`config.mk`:
```
export PLATFORM = sky130hd
export DESIGN_NAME = edge_delta_packer
export DESIGN_NICKNAME = d
export VERILOG_FILES = /design/src/rtl/edp_pkg.sv /design/src/rtl/edp_delta.sv /design/src/rtl/edp_coder.sv /design/src/rtl/edp_packer.sv /design/src/rtl/edge_delta_packer.sv
export SDC_FILE = /design/constraint.sdc
export NUM_CORES = 1
export LEC_CHECK = 0
export BUFFER_PORTS_ARGS = -buffer_cell sky130_fd_sc_hd__buf_2
export CAP_MARGIN = 20
export CORE_ASPECT_RATIO = 1.75
export CORE_UTILIZATION = 35
export CTS_BUF_LIST = sky130_fd_sc_hd__clkbuf_16
export DETAILED_ROUTE_END_ITERATION = 7
export PLACE_DENSITY_LB_ADDON = 0.1
export SETUP_SLACK_MARGIN = 0.2
export SLEW_MARGIN = 30
export SYNTH_ARGS = -nofsm -noshare
export SYNTH_HDL_FRONTEND = slang
export SYNTH_SLANG_ARGS = --single-unit
export TNS_END_PERCENT = 20
```
`constraint.sdc`:
```
create_clock -name clk_i -period 7.2 [get_ports clk_i]
set_input_delay 0.36 -clock clk_i [delete_from_list [all_inputs] [get_ports clk_i]]
set_output_delay 0.36 -clock clk_i [all_outputs]
set_load 0.01 [all_outputs]
```
`src/rtl/edp_pkg.sv`:
```
package edp_pkg;
  // worst-case code: VAL_W unary ones, a stop bit, VAL_W payload bits
  function automatic int code_width(int val_w);
    return 2 * val_w + 1;
  endfunction
endpackage

```
`src/rtl/edp_delta.sv`:
```
module edp_delta #(
  parameter int VAL_W = 22
) (
  input  logic             clk_i,
  input  logic             rst_ni,
  input  logic [VAL_W-1:0] value_i,
  input  logic             accept_i,
  input  logic             last_i,
  output logic [VAL_W-1:0] gap_o,
  output logic             err_o
);
  logic [VAL_W-1:0] prev_q;
  logic             err_q;

  assign gap_o = value_i - prev_q;
  assign err_o = err_q;

  always_ff @(posedge clk_i or negedge rst_ni) begin
    if (!rst_ni) begin
      prev_q <= '0;
      err_q  <= 1'b0;
    end else if (accept_i) begin
      prev_q <= last_i ? '0 : value_i;
      if (value_i < prev_q) err_q <= 1'b1;
    end
  end

  p_err_sticky_r8: assert property (@(posedge clk_i) disable iff (!rst_ni)
    err_q |=> err_q);
  p_err_on_descent_r8: assert property (@(posedge clk_i) disable iff (!rst_ni)
    (accept_i && (value_i < prev_q)) |=> err_q);
  p_bucket_restart_r6: assert property (@(posedge clk_i) disable iff (!rst_ni)
    (accept_i && last_i) |=> (prev_q == '0));
endmodule

```
`src/rtl/edp_coder.sv`:
```
module edp_coder #(
  parameter int VAL_W  = 22,
  parameter int CODE_W = 45,
  parameter int TLEN_W = 6
) (
  input  logic [VAL_W-1:0]  gap_i,
  output logic [CODE_W-1:0] code_o,
  output logic [TLEN_W-1:0] len_o
);
  localparam int LEN_W = $clog2(VAL_W + 1);

  logic [LEN_W-1:0]  sig_len;
  logic [CODE_W-1:0] ones;
  logic [CODE_W-1:0] payload;

  always_comb begin
    sig_len = '0;
    for (int i = 0; i < VAL_W; i++)
      if (gap_i[i]) sig_len = LEN_W'(i + 1);
  end

  always_comb begin
    ones = '0;
    for (int i = 0; i < VAL_W; i++)
      ones[i] = (i < int'(sig_len));
  end

  assign payload = {{(CODE_W-VAL_W){1'b0}}, gap_i} << (int'(sig_len) + 1);
  assign code_o  = ones | payload;
  assign len_o   = TLEN_W'(2 * int'(sig_len) + 1);
endmodule

```
`src/rtl/edp_packer.sv`:
```
module edp_packer #(
  parameter int OUT_W  = 32,
  parameter int CODE_W = 45,
  parameter int TLEN_W = 6
) (
  input  logic              clk_i,
  input  logic              rst_ni,
  input  logic [CODE_W-1:0] code_i,
  input  logic [TLEN_W-1:0] len_i,
  input  logic              push_i,
  input  logic              last_i,
  output logic              room_o,
  output logic              out_valid_o,
  input  logic              out_ready_i,
  output logic [OUT_W-1:0]  out_data_o,
  output logic              out_last_o
);
  localparam int ACC_W = OUT_W + CODE_W;
  localparam int CNT_W = $clog2(ACC_W + 1);
  localparam logic [CNT_W-1:0] OUT_CNT = CNT_W'(OUT_W);
  localparam logic [CNT_W-1:0] ACC_CNT = CNT_W'(ACC_W);

  logic [ACC_W-1:0] acc_q;
  logic [CNT_W-1:0] cnt_q;
  logic             flush_q;
  logic             pop;

  assign room_o      = (cnt_q < OUT_CNT) && !flush_q;
  assign out_valid_o = (cnt_q >= OUT_CNT) || (flush_q && (cnt_q != '0));
  assign out_last_o  = flush_q && (cnt_q <= OUT_CNT);
  assign out_data_o  = acc_q[OUT_W-1:0];
  assign pop         = out_valid_o && out_ready_i;

  // push and pop never coincide: room needs fewer than a word and no flush
  always_ff @(posedge clk_i or negedge rst_ni) begin
    if (!rst_ni) begin
      acc_q   <= '0;
      cnt_q   <= '0;
      flush_q <= 1'b0;
    end else if (pop) begin
      acc_q <= acc_q >> OUT_W;
      if (cnt_q <= OUT_CNT) begin
        cnt_q   <= '0;
        flush_q <= 1'b0;
      end else begin
        cnt_q <= cnt_q - OUT_CNT;
      end
    end else if (push_i) begin
      acc_q   <= acc_q | ({{OUT_W{1'b0}}, code_i} << cnt_q);
      cnt_q   <= cnt_q + CNT_W'(len_i);
      flush_q <= last_i;
    end
  end

  p_hold_r4: assert property (@(posedge clk_i) disable iff (!rst_ni)
    (out_valid_o && !out_ready_i) |=>
      (out_valid_o && $stable(out_data_o) && $stable(out_last_o)));
  p_no_overflow_r7: assert property (@(posedge clk_i) disable iff (!rst_ni)
    cnt_q <= ACC_CNT);
  p_push_has_room_r7: assert property (@(posedge clk_i) disable iff (!rst_ni)
    push_i |-> (cnt_q < OUT_CNT) && !flush_q);
  p_final_drains_r5: assert property (@(posedge clk_i) disable iff (!rst_ni)
    (pop && out_last_o) |=> (cnt_q == '0) && !out_valid_o);
endmodule

```
`src/rtl/edge_delta_packer.sv`:
```
module edge_delta_packer #(
  parameter int VAL_W = 22,
  parameter int OUT_W = 32
) (
  input  logic             clk_i,
  input  logic             rst_ni,
  input  logic             in_valid_i,
  output logic             in_ready_o,
  input  logic [VAL_W-1:0] in_value_i,
  input  logic             in_last_i,
  output logic             out_valid_o,
  input  logic             out_ready_i,
  output logic [OUT_W-1:0] out_data_o,
  output logic             out_last_o,
  output logic             err_o
);
  localparam int CODE_W = edp_pkg::code_width(VAL_W);
  localparam int TLEN_W = $clog2(CODE_W + 1);

  logic              accept;
  logic [VAL_W-1:0]  gap;
  logic [CODE_W-1:0] code;
  logic [TLEN_W-1:0] code_len;

  assign accept = in_valid_i && in_ready_o;

  edp_delta #(.VAL_W(VAL_W)) u_delta (
    .clk_i    (clk_i),
    .rst_ni   (rst_ni),
    .value_i  (in_value_i),
    .accept_i (accept),
    .last_i   (in_last_i),
    .gap_o    (gap),
    .err_o    (err_o)
  );

  edp_coder #(.VAL_W(VAL_W), .CODE_W(CODE_W), .TLEN_W(TLEN_W)) u_coder (
    .gap_i  (gap),
    .code_o (code),
    .len_o  (code_len)
  );

  edp_packer #(.OUT_W(OUT_W), .CODE_W(CODE_W), .TLEN_W(TLEN_W)) u_packer (
    .clk_i       (clk_i),
    .rst_ni      (rst_ni),
    .code_i      (code),
    .len_i       (code_len),
    .push_i      (accept),
    .last_i      (in_last_i),
    .room_o      (in_ready_o),
    .out_valid_o (out_valid_o),
    .out_ready_i (out_ready_i),
    .out_data_o  (out_data_o),
    .out_last_o  (out_last_o)
  );
endmodule

```
==> results_dict.tcl, run 1 <==
set metrics [dict create \
    critPathSlowestCell "sky130_fd_sc_hd__fa_1" \
    finalHoldWorstSlack_ns 0.2041 \
    drt-total-wl_mm 63.10 \
    synth_edf_count 0 \
    layout.nets 1863 \
    synthesis.yosys.warnings 0 \
    placement_rows 91 \
    drv_slew 0 \
    synth_flop_cell "sky130_fd_sc_hd__dfrtp_1" \
    path_clk_slew_ns 0.09 \
    tritoncts_clock_tree "yes" \
    starting_density 0.3563 \
    required_ns 7.49 \
    highest_clock_frequency_the_design_can_meet_mhz 146.5 \
    setup-tns-final_ns 0 \
    num_io_pins 63 \
    antenna_found_initial 1 \
    r2r_end "u_packer.acc_q[42]" \
    syn_area_per_cell_um2 7.638 \
    yosys.area.top_type_share 0.2142 \
    ant_nets 0 \
    ratio_of_final_minimum_period_to_clock_period 0.9483 \
    min-delay-path-class "in2reg" \
    ff2ff_setup_slack_ns 0.37 \
    clock-sinks 108 \
    worst-r2r-cell-count 27 \
    floorplan_die_area_um2 36850 \
    cts_inserted_buffers 9 \
    r2r-start "u_delta.prev_q[0]" \
    dp.final_hpwl_mm 49.72 \
    clock_skew_ns 0.01578 \
    floorplan.die.height_um 253.2 \
    yosysSeqAreaShare 0.2142 \
    grt_max_degree 70 \
    number_of_global_route_vias_before_repair 14750 \
    slew-limit-headroom 0.3328 \
    critical_path.max_stage_delay_ns 0.41 \
    synthDominantAreaCellType "sky130_fd_sc_hd__dfrtp_1" \
    number_of_standard_cells_after_synthesis 1652 \
    final-hold-violation-count 0 \
    grt_usage 0.3459 \
    critPathKind "reg2reg" \
    place.detailed.instances 2256 \
    place.port_buffers 62 \
    syn_to_final_growth_pct 18.16 \
    grt-ovfl-total 0 \
    critical_path.max_fanout 39 \
    area_of_the_mapped_netlist_um2 12620 \
    tightestPinTransition_ns 1.001 \
    fraction_of_layout_cells_with_a_size_suffix_above_1 0.2287 \
    die_width_um 145.5 \
    yosys.cell_types.count 105 \
    stdcell_count 2275 \
    startpoint "u_delta.prev_q[0]" \
    final.min_clock_period_ns 6.827 \
    dr_total_vias 14540 \
    grt_setup_unrepaired "yes" \
    syn-num-nets 1709 \
    wl_per_instance_um 27.73 \
    cap_violations 0 \
    max-clock-path-buffers 2 \
    insertion_delay_ns 0.41 \
    async_flop_share 1.000 \
    crit_path_end_kind "flop" \
    status "finished, final reports clean" \
    synth_area_leaders "sky130_fd_sc_hd__dfrtp_1 (21%), sky130_fd_sc_hd__nor2_1 (5.6%), sky130_fd_sc_hd__nand2_1 (5.2%), sky130_fd_sc_hd__mux2i_1 (5.0%), sky130_fd_sc_hd__o21ai_0 (4.4%)" \
    worstSetupStartpointType "flop" \
    first_pass_grt_wire_length_mm 93.56 \
    drc 0 \
    clock_tree.root_cell "sky130_fd_sc_hd__clkbuf_16" \
    detail_route.iter0.violations 1039 \
    synth-seq-cells 108 \
    h-tree-depth 3 \
    drt-pass1-iter-count 5 \
    avgViaCountPerCell 6.389 \
    routabilityCongestion 1.005 \
    n_antenna_cell 0 \
    core_region_um2 35410 \
    final_report_setup_violation_count 0 \
    critical-path-top-cell-by-count "sky130_fd_sc_hd__buf_4" \
    crit_path_end "u_packer.acc_q[42]" \
    timing.critical_path.arrival_ns 7.12 \
]
-- timing repair --
item | in CTS | in global routing
hold buffers | 1 | 0
pin swaps | 1 | 2
endpoints found under the hold margin | 23 | 0
resized for setup | 0 | 11
buffers inserted | 0 | 3
setup endpoints to repair | 3 | 53
-- flip-flops by register name, summed over array words and instances (netlist names) --
name              count
u_delta.err_o         1
u_packer.cnt_q        7
u_delta.prev_q       22
u_packer.acc_q       77
u_packer.flush_q      1
-- final cells by class --
type	count	area (um2)
timing repair buffer	295	2131
sequential	108	2706
fill	3736	20500
multi-input combinational	1349	9046
inverter	43	161.4
clock buffer	9	225.2
tap	465	581.8
clock inverter	6	57.56
-- synthesized netlist by cell type (all sizes together), types with 13 or more instances --
library cell and number:
ha 28, nor3 37, nand3 43, a211oi 39
a21o 24, a22oi 21, nand3b 22, mux4 13
nor2 189, mux2 19, a221oi 16, o221ai 18
nand2 176, and2 20, o2111ai 14, o21ai 133
o21a 14, inv 40, o22ai 28, o211ai 40
buf 73, mux2i 63, o31ai 20, clkbuf 79
or2 15, a31oi 20, and3 14, dfrtp 108
a21oi 89
-- critical path, delay by kind of cell, from the launching register on --
family / cells / cell delay (ns)
compound gates: 13 / 3.55
xor+xnor: 1 / 0.15
fa+ha+maj: 3 / 0.98
buf+inv: 5 / 0.76
flops: 1 / 0.39
mux: 2 / 0.26
simple gates: 3 / 0.62
-- cell usage in the layout (no fill, tap or decap), types with 12 or more instances in the layout --
cell	Yosys	final
sky130_fd_sc_hd__buf_4	41	227
sky130_fd_sc_hd__nor2_1	187	187
sky130_fd_sc_hd__nand2_1	176	175
sky130_fd_sc_hd__o21ai_0	111	109
sky130_fd_sc_hd__dfrtp_1	108	105
sky130_fd_sc_hd__a21oi_1	87	85
sky130_fd_sc_hd__buf_2	18	61
sky130_fd_sc_hd__mux2i_1	63	60
sky130_fd_sc_hd__nand3_1	43	43
sky130_fd_sc_hd__inv_1	37	37
sky130_fd_sc_hd__nor3_1	36	36
sky130_fd_sc_hd__o211ai_1	36	36
sky130_fd_sc_hd__a211oi_1	33	32
sky130_fd_sc_hd__o22ai_1	28	28
sky130_fd_sc_hd__ha_1	28	28
sky130_fd_sc_hd__a21o_1	24	24
sky130_fd_sc_hd__nand3b_1	22	22
sky130_fd_sc_hd__o21ai_1	19	21
sky130_fd_sc_hd__a22oi_1	20	20
sky130_fd_sc_hd__a31oi_1	19	19
sky130_fd_sc_hd__and2_1	19	18
sky130_fd_sc_hd__o31ai_1	19	18
sky130_fd_sc_hd__o221ai_1	18	18
sky130_fd_sc_hd__mux2_2	17	17
sky130_fd_sc_hd__and3_1	14	14
sky130_fd_sc_hd__o21a_1	14	14
sky130_fd_sc_hd__o2111ai_1	14	14
sky130_fd_sc_hd__or2_2	13	13
sky130_fd_sc_hd__mux4_2	13	13
sky130_fd_sc_hd__nand2b_1	12	12
sky130_fd_sc_hd__a221oi_1	12	12
sky130_fd_sc_hd__a211o_1	12	12
-- worst min-delay path by stage --
stage	from	cells after the start	endpoint	slack, ns
CTS	in_value_i[5]	3	u_delta.prev_q[5]	0.21
global placement	rst_ni	1	u_packer.acc_q[5]	0.41
finish	in_value_i[5]	3	u_delta.prev_q[5]	0.20
floorplan	rst_ni	0	u_delta.err_o	0.06
detailed placement	rst_ni	1	u_packer.acc_q[5]	0.40
global route	in_value_i[6]	3	u_delta.prev_q[6]	0.22
-- logic make-up after synthesis --
logic type      after synthesis  synth area share
simple gates                572            0.2111
buf+inv                     195           0.07496
xor+xnor                     19           0.01438
compound gates              633            0.3643
flops                       108            0.2142
mux                          95           0.09013
fa+ha+maj                    30           0.03094
-- through the flow --
step	area (um2)	utilization	setup WS (ns)
3_3_place_gp	14540	0.4106	0.2563
6_report	14910	0.4210	0.3725
5_1_grt	14910	0.4210	0.1523
4_1_cts	14840	0.4191	0.1948
3_5_place_dp	14550	0.4108	0.1327
2_1_floorplan	12620	-	0.7698
-- routing by layer --
layer / global-route usage / up-vias / part of all wire
met2: 0.6427 / 650 / 0.52
li1: - / 6617 / -
met5: 0 / - / 0
met4: 0.3555 / 0 / 0.12
met1: 0.3089 / 6961 / 0.32
met3: 0.05658 / 308 / 0.046
Power of run 1 is not shown: default switching activity piles up to over one toggle a cycle in this logic, so the estimate is an artifact.
==> inputs of run 2 (changes only) <==
CELL_PAD_IN_SITES_DETAIL_PLACEMENT = 1   (was default)
CELL_PAD_IN_SITES_GLOBAL_PLACEMENT = 2   (was default)
==> run 2 against run 1 <==
Compared with the run above: register-to-register slack better by 0.11 ns; final area is 3.9% lower; cell count decreased by 3.4%; sequential cell count did not move; clock skew about the same; die area is the same; fmax up 1.6%; wire length rose by 1.9%.
==> results_dict.tcl, run 2 (synthesis gave the netlist of run 1 again) <==
set metrics [dict create \
    status "finished, final reports clean" \
    number_of_global_route_vias_before_repair 15110 \
    cts_inserted_buffers 9 \
    antenna_found_initial 0 \
    wl_per_instance_um 29.27 \
    largest_reg_flops 77 \
    clock_skew_ns 0.01547 \
    detail_route.iter0.violations 671 \
    dp.final_hpwl_mm 52.09 \
    floorplan_die_area_um2 36850 \
    required_ns 7.44 \
    worst-r2r-cell-count 25 \
    syn_to_final_growth_pct 13.51 \
    timing.critical_path.arrival_ns 6.96 \
    largest-register "u_packer.acc_q" \
    routabilityCongestion 0.9847 \
    num-fill-cells 4405 \
    fraction_of_layout_cells_with_a_size_suffix_above_1 0.2009 \
    final-hold-violation-count 0 \
    grt_setup_unrepaired "yes" \
    highest_clock_frequency_the_design_can_meet_mhz 148.9 \
    max-clock-path-buffers 2 \
    n_antenna_cell 0 \
    min-delay-path-class "in2async" \
    layout.nets 1784 \
    largestRegisters "u_packer.acc_q (77), u_delta.prev_q (22), u_packer.cnt_q (7)" \
    drv_slew 0 \
    starting_density 0.3563 \
    drc 0 \
    critPathKind "reg2reg" \
    ratio_of_final_minimum_period_to_clock_period 0.9331 \
    h-tree-depth 3 \
    grt_util_met3 0.03910 \
    num_io_pins 63 \
    avgViaCountPerCell 6.477 \
    insertion_delay_ns 0.39 \
    tritoncts_clock_tree "yes" \
    place.port_buffers 62 \
    clock-sinks 108 \
    final.min_clock_period_ns 6.718 \
    placement_rows 91 \
    critical_path.max_fanout 7 \
    grt_max_degree 60 \
    most-common-layout-cells "sky130_fd_sc_hd__nor2_1 (186), sky130_fd_sc_hd__nand2_1 (175), sky130_fd_sc_hd__buf_4 (153), sky130_fd_sc_hd__o21ai_0 (109), sky130_fd_sc_hd__dfrtp_1 (105)" \
    worstSetupStartpointType "flop" \
    grt.met1_usage 0.3089 \
    grt-ovfl-total 0 \
    crit_path_end_kind "flop" \
    first_pass_grt_wire_length_mm 96.08 \
    final-seq-area_um2 2706 \
    slew-limit-headroom 0.3187 \
    clock_tree.root_cell "sky130_fd_sc_hd__clkbuf_16" \
    drt-total-wl_mm 64.31 \
    core_region_um2 35410 \
    cap_violations 0 \
    globalRoute.busiestLayer "met2" \
    floorplan.die.height_um 253.2 \
    multi_input_comb_area_um2 9102 \
    final_report_setup_violation_count 0 \
    grt_usage 0.3517 \
    gr-usage-met2 0.6791 \
    die_width_um 145.5 \
    drt-pass1-iter-count 5 \
    ant_nets 0 \
    mostFrequentLayoutCell "sky130_fd_sc_hd__nor2_1" \
    finalHoldWorstSlack_ns 0.01051 \
    tightestPinTransition_ns 1.006 \
    dr_total_vias 14230 \
    path_clk_slew_ns 0.09 \
]
[run 2: metal layers]
metal	routed length, um	up-vias
met3	1909	274
li1	-	6442
met2	34340	476
met1	20510	7037
met4	7544	0
met5	0	-
[run 2: final cells by class]
class,instances,area share
multi-input cells,1350,0.6355
flip-flops and latches,108,0.1890
repair buffers,215,0.1029
well taps,465,0.04062
clock buffers,9,0.01572
inverters,43,0.01153
clock inverters,7,0.004717
[run 2: per-stage QoR]
| stage | utilization | setup TNS, ns | instances | worst slack [ns] | instance area (um2) |
|---|---|---|---|---|---|
| after floorplan | - | 0 | 1652 | 0.7698 | 12620 |
| after global placement | 0.3923 | -4.276 | 2176 | -0.2330 | 13890 |
| after detailed placement | 0.3924 | -5.142 | 2176 | -0.3016 | 13900 |
| after CTS | 0.4010 | 0 | 2192 | 0.1901 | 14200 |
| after global routing | 0.4045 | 0 | 2197 | 0.2201 | 14320 |
| final | 0.4045 | 0 | 2197 | 0.4819 | 14320 |
[run 2: final timing paths]
| check | startpoint | to | slack (ns) |
|---|---|---|---|
| min in group clk_i | in_value_i[17] | u_delta.prev_q[17] | 0.22 |
| worst min register to register | u_delta.err_o | u_delta.err_o | 0.46 |
| worst min-delay path | rst_ni | u_packer.acc_q[23] | 0.01 |
| worst max register to register | u_delta.prev_q[0] | u_packer.acc_q[21] | 0.48 |
| worst max-delay path | u_delta.prev_q[0] | u_packer.acc_q[21] | 0.48 |
| max in group asynchronous | rst_ni | u_packer.acc_q[50] | 5.89 |
[run 2: timing repair]
item	CTS	global route
buffers inserted	0	4
cloned	0	1
pin swaps	0	4
gates resized for setup	4	19
hold buffers	0	0
endpoints found under the setup margin	46	56
[run 2: worst max-delay path, stage by stage, from the launching register on]
cell                       delay, ns
sky130_fd_sc_hd__dfrtp_1        0.40
sky130_fd_sc_hd__ha_2           0.26
sky130_fd_sc_hd__fa_1           0.42
sky130_fd_sc_hd__nand2b_1       0.19
sky130_fd_sc_hd__a211oi_2       0.18
sky130_fd_sc_hd__buf_4          0.17
sky130_fd_sc_hd__o21ai_0        0.20
sky130_fd_sc_hd__a21oi_1        0.29
sky130_fd_sc_hd__a311o_2        0.18
sky130_fd_sc_hd__buf_4          0.14
sky130_fd_sc_hd__nand3_1        0.17
sky130_fd_sc_hd__buf_4          0.22
sky130_fd_sc_hd__nor4_4         0.54
sky130_fd_sc_hd__inv_1          0.35
sky130_fd_sc_hd__buf_4          0.28
sky130_fd_sc_hd__a211oi_1       0.56
sky130_fd_sc_hd__o41ai_1        0.20
sky130_fd_sc_hd__buf_4          0.17
sky130_fd_sc_hd__a211oi_1       0.29
sky130_fd_sc_hd__a211oi_1       0.12
sky130_fd_sc_hd__a21oi_1        0.22
sky130_fd_sc_hd__o21ai_1        0.10
sky130_fd_sc_hd__buf_4          0.21
sky130_fd_sc_hd__a22oi_1        0.39
sky130_fd_sc_hd__buf_4          0.18
sky130_fd_sc_hd__o221ai_1       0.10
Power of run 2 is left out for the same reason.
